===== src/rtl/uart_dma_pkg.sv =====
package uart_dma_pkg;

    typedef enum logic {
        REQ_IDLE  = 1'b0,
        REQ_BURST = 1'b1
    } req_state_t;

endpackage


===== src/rtl/tx_thr_decode.sv =====
module tx_thr_decode #(
    parameter int DEPTH = 64,
    parameter int CW    = $clog2(DEPTH + 1)
) (
    input  logic [1:0]    sel,
    output logic [CW-1:0] thr
);
    localparam int THR0 = DEPTH / 8;
    localparam int THR1 = DEPTH / 4;
    localparam int THR2 = DEPTH / 2;
    localparam int THR3 = (DEPTH * 7) / 8;

    always_comb begin
        unique case (sel)
            2'd0: thr = CW'(THR0);
            2'd1: thr = CW'(THR1);
            2'd2: thr = CW'(THR2);
            2'd3: thr = CW'(THR3);
            default: thr = CW'(THR0);
        endcase
    end
endmodule


===== src/rtl/rx_req_fsm.sv =====
module rx_req_fsm
    import uart_dma_pkg::*;
#(
    parameter int CW = 7
) (
    input  logic          clk,
    input  logic          rst_n,
    input  logic          block_mode,
    input  logic          restart,
    input  logic [CW-1:0] count,
    input  logic [CW-1:0] trig,
    output logic          req
);
    req_state_t state_q, state_d;
    logic       empty;
    logic       start_hit;

    assign empty = (count == '0);

    always_comb begin
        if (block_mode) start_hit = !empty && (count >= trig);
        else            start_hit = !empty;
    end

    always_ff @(posedge clk or negedge rst_n) begin
        if (!rst_n) state_q <= REQ_IDLE;
        else        state_q <= state_d;
    end

    always_comb begin
        state_d = state_q;
        if (restart) begin
            state_d = REQ_IDLE;
        end else begin
            unique case (state_q)
                REQ_IDLE:  if (start_hit) state_d = REQ_BURST;
                REQ_BURST: if (empty)     state_d = REQ_IDLE;
                default:                  state_d = REQ_IDLE;
            endcase
        end
    end

    always_comb begin
        req = (state_q == REQ_BURST);
    end
endmodule


===== src/rtl/tx_req_fsm.sv =====
module tx_req_fsm
    import uart_dma_pkg::*;
#(
    parameter int DEPTH = 64,
    parameter int CW    = $clog2(DEPTH + 1)
) (
    input  logic          clk,
    input  logic          rst_n,
    input  logic          block_mode,
    input  logic          restart,
    input  logic [CW-1:0] count,
    input  logic [CW-1:0] thr,
    output logic          req
);
    req_state_t    state_q, state_d;
    logic [CW-1:0] free_space;
    logic          start_hit;
    logic          stop_hit;

    assign free_space = CW'(DEPTH) - count;

    always_comb begin
        if (block_mode) begin
            start_hit = (free_space > thr);
            stop_hit  = (count == CW'(DEPTH));
        end else begin
            start_hit = (count == '0);
            stop_hit  = (count != '0);
        end
    end

    always_ff @(posedge clk or negedge rst_n) begin
        if (!rst_n) state_q <= REQ_IDLE;
        else        state_q <= state_d;
    end

    always_comb begin
        state_d = state_q;
        if (restart) begin
            state_d = REQ_IDLE;
        end else begin
            unique case (state_q)
                REQ_IDLE:  if (start_hit) state_d = REQ_BURST;
                REQ_BURST: if (stop_hit)  state_d = REQ_IDLE;
                default:                  state_d = REQ_IDLE;
            endcase
        end
    end

    always_comb begin
        req = (state_q == REQ_BURST);
    end
endmodule


===== src/rtl/uart_dma_pacer.sv =====
module uart_dma_pacer #(
    parameter int DEPTH = 64,
    parameter int CW    = $clog2(DEPTH + 1)
) (
    input  logic          clk,
    input  logic          rst_n,
    input  logic          block_mode,
    input  logic [CW-1:0] rx_count,
    input  logic [CW-1:0] tx_count,
    input  logic [CW-1:0] rx_trig,
    input  logic [1:0]    tx_thr_sel,
    output logic          rx_req,
    output logic          tx_req
);
    logic          mode_q;
    logic          restart;
    logic [CW-1:0] tx_thr;

    always_ff @(posedge clk or negedge rst_n) begin
        if (!rst_n) mode_q <= 1'b0;
        else        mode_q <= block_mode;
    end

    assign restart = (block_mode != mode_q);

    tx_thr_decode #(.DEPTH(DEPTH), .CW(CW)) u_thr (
        .sel (tx_thr_sel),
        .thr (tx_thr)
    );

    rx_req_fsm #(.CW(CW)) u_rx (
        .clk        (clk),
        .rst_n      (rst_n),
        .block_mode (block_mode),
        .restart    (restart),
        .count      (rx_count),
        .trig       (rx_trig),
        .req        (rx_req)
    );

    tx_req_fsm #(.DEPTH(DEPTH), .CW(CW)) u_tx (
        .clk        (clk),
        .rst_n      (rst_n),
        .block_mode (block_mode),
        .restart    (restart),
        .count      (tx_count),
        .thr        (tx_thr),
        .req        (tx_req)
    );
endmodule


===== config.mk =====
export PLATFORM = sky130hd
export DESIGN_NAME = uart_dma_pacer
export DESIGN_NICKNAME = d
export VERILOG_FILES = /design/src/rtl/uart_dma_pkg.sv /design/src/rtl/tx_thr_decode.sv /design/src/rtl/rx_req_fsm.sv /design/src/rtl/tx_req_fsm.sv /design/src/rtl/uart_dma_pacer.sv
export SDC_FILE = /design/constraint.sdc
export NUM_CORES = 1
export LEC_CHECK = 0
export CELL_PAD_IN_SITES_DETAIL_PLACEMENT = 2
export CELL_PAD_IN_SITES_GLOBAL_PLACEMENT = 2
export CORE_MARGIN = 1.5
export CORE_UTILIZATION = 34
export DETAILED_ROUTE_END_ITERATION = 6
export DONT_BUFFER_PORTS = 1
export HOLD_SLACK_MARGIN = 0.15
export PLACE_DENSITY_LB_ADDON = 0.1
export RECOVER_POWER = 50
export SKIP_LAST_GASP = 1
export SYNTH_ARGS = -nofsm -noshare
export SYNTH_HDL_FRONTEND = slang
export SYNTH_SLANG_ARGS = --single-unit

===== constraint.sdc =====
create_clock -name clk -period 1.9 [get_ports clk]
set_clock_uncertainty 0.1 [all_clocks]
set_input_delay 0.095 -clock clk [delete_from_list [all_inputs] [get_ports clk]]
set_output_delay 0.095 -clock clk [all_outputs]
set_load 0.01 [all_outputs]

==> impl_metrics.json <==
{
  "syn_area_um2": 518.0,
  "dieArea_um2": 1767,
  "viasPerCell": 5.568,
  "clockBufferDepth": 2,
  "cts_setup_buffers": 0,
  "async_flop_share_pct": 100.0,
  "overflow": 0,
  "dieWidth_um": 42.03,
  "syn_nets": 100,
  "finalWeightedCongestion": 0.6764,
  "fin_setup_tns_ns": 0,
  "synth.largest_area_cell": "ha_1",
  "syn_avg_cell_area_um2": 8.633,
  "wl_per_cell_um": 15.01,
  "clock-root-buffer": "clkbuf_4",
  "syn_to_final_growth_pct": 25.60,
  "crit_arrival_ns": 1.81,
  "start_util_pct": 37.91,
  "relSlewSlack_pct": 80.59,
  "num_rows": 13,
  "synth_seq_cells": 3,
  "ys_types": 27,
  "cts_tree": "built",
  "ys_seq_area_share_pct": 14.49,
  "rsz0062_at_grt": "false",
  "synth_flop_cell": "dfrtp_1",
  "power.total_mw": 0.2945,
  "hold_class": "in2reg",
  "synth_most_common_cell": "ha_1",
  "core_um2": 1366,
  "setup_violations": 0,
  "required_ns": 1.91,
  "layout_setup_ws_ns": 0.1010,
  "syn_inst": 60,
  "die_y_um": 42.03,
  "synth_commonest_cells": "ha_1 (14), inv_1 (10), nand2_1 (4)",
  "cts-buffers-inserted": 3,
  "r2r_setup_slack_ns": 0.10,
  "cp-end-kind": "flop",
  "clk_latency_ns": 0.24,
  "nets": 114,
  "layout_min_cycle_time_ns": 1.799,
  "min_from": "rx_count[3]",
  "place.port_buffers": 0,
  "drtAntennaViolNets": 0,
  "fin_crit_sh_pct": 94.68,
  "drive_gt1_share_pct": 9.589,
  "cts_resized": 0,
  "drtIter0Drc": 1,
  "crit-reg2reg-launch": "u_rx.req",
  "min_to": "u_rx.req",
  "critPathMaxStageDelay_ns": 0.59,
  "cp-start-kind": "flop",
  "yosysWarnings": 0,
  "grt_pass1_vias": 545,
  "r2r_cells": 5,
  "powerDensity_nw_per_um2": 452.6,
  "vias": 490,
  "firstDrtPassIters": 4,
  "ctsHoldBuffers": 8,
  "path_cells": "o311ai_0 > o21ai_0 > o41ai_1 > dlygate4sd3_1 > a211oi_1",
  "path_clk_slew_ns": 0.04,
  "crit_type": "reg2reg",
  "grt_max_degree": 6,
  "design_area_um2": 650.6,
  "htreeDepth": 1,
  "peakVddDrop_mv": 0.2971,
  "pin_count": 28,
  "drv_slew": 0,
  "antenna_found_initial": 0,
  "cap_violations": 0,
  "grt_usage_pct": 16.73,
  "totalWireLength_um": 1321,
  "drc_errors": 0,
  "p_leak_nw": 0.3161,
  "status": "finished, final reports clean",
  "reg2reg_to": "u_rx.req",
  "tightest_slew_ns": 0.2889,
  "dpl-instance-area_um2": 544.3,
  "grt_pass1_wl_um": 2235,
  "yosysTopAreaCellShare_pct": 33.82,
  "clock.fmax_mhz": 555.9,
  "hold_viol": 0,
  "hold_depth": 3,
  "cp_max_fo": 3,
  "synth-edff-count": 0,
  "slowest_stage": "dlygate4sd3_1",
  "n_antenna_cell": 0,
  "clock_sinks": 3,
  "dp_hpwl_um": 1047,
  "synthTopCellsByArea": "ha_1 (34%), dfrtp_1 (14%), inv_1 (7.2%), nor4_4 (4.1%), xor2_1 (3.4%)",
  "dp_slack_ns": 0.1146
}
-- report_power, final --
group          switching, mW  internal, mW  total (mW)
Clock                 0.0392        0.0791       0.118
Combinational         0.0454        0.0533      0.0987
Sequential           0.00765        0.0698      0.0774
-- state kept, by name, indices dropped and copies added, names as in the netlist --
name      count
u_rx.req      1
mode_q        1
u_tx.req      1
-- critical path, delay by kind of cell (launching register included) --
kind,cells,cell delay [ns]
flops,1,0.42
compound gates,4,0.56
buf+inv,1,0.59
-- cells in the final DEF (no fill, tap or decap), drive strengths merged --
master	synthesis	layout
nand2	4	4
o41ai	1	1
o32a	1	1
a22oi	1	1
nand3b	1	1
nor4b	1	1
o21bai	1	1
xor2	2	2
or4	1	1
nor2	3	3
dfrtp	3	3
buf	0	1
a211oi	1	1
o311ai	1	1
clkbuf	0	4
dlygate4sd3	0	8
inv	10	10
a31o	1	1
o21ai	2	2
a21oi	4	4
a211o	1	1
xnor2	1	1
nor3	1	1
o211ai	1	1
ha	14	14
or3	1	1
nand2b	2	2
nor4	1	1
-- routing by layer --
layer / GRT usage, % / vias to the layer above / routed length [µm] / part of all wire, %
met3: 2.586 / 2 / 67 / 5.1
met1: 20.16 / 228 / 583 / 44
met4: 11.25 / 0 / 25 / 1.9
met5: 0 / - / 0 / 0
met2: 27.19 / 16 / 644 / 49
li1: - / 244 / - / -
-- how the worst max path moves through the flow --
stage | depth (start not counted) | endpoint | slack, ns | start
floorplan | 8 | u_tx.req | 0.17 | tx_count[1]
global placement | 8 | u_tx.req | 0.20 | tx_count[1]
detailed placement | 8 | u_tx.req | 0.11 | tx_count[1]
CTS | 5 | u_rx.req | 0.07 | u_rx.req
global route | 5 | u_rx.req | 0.02 | u_rx.req
finish | 5 | u_rx.req | 0.10 | u_rx.req
-- cell families after synthesis --
kind of cell    Yosys count  share of synthesized area (%)
compound gates           15                          21.02
xor+xnor                  3                          5.073
simple gates             15                          18.36
flops                     3                          14.49
fa+ha+maj                14                          33.82
buf+inv                  10                          7.247
-- layout make-up --
type / count / area (µm²)
multi-input combinational: 47 / 405.4
sequential: 3 / 75.07
fill: 153 / 715.7
inverter: 10 / 37.54
tap: 15 / 18.77
timing repair buffer: 9 / 87.58
clock buffer: 4 / 26.28
-- stage by stage --
stage               util [%]  hold WS [ns]  instances
floorplan                  -       -0.3006         60
global placement       39.84       -0.3005         76
detailed placement     39.84       -0.3005         76
CTS                    47.62        0.1660         88
global route           47.62        0.1958         88
finish                 47.62        0.1768         88
Note: power is estimated with default switching activity, not from simulation.
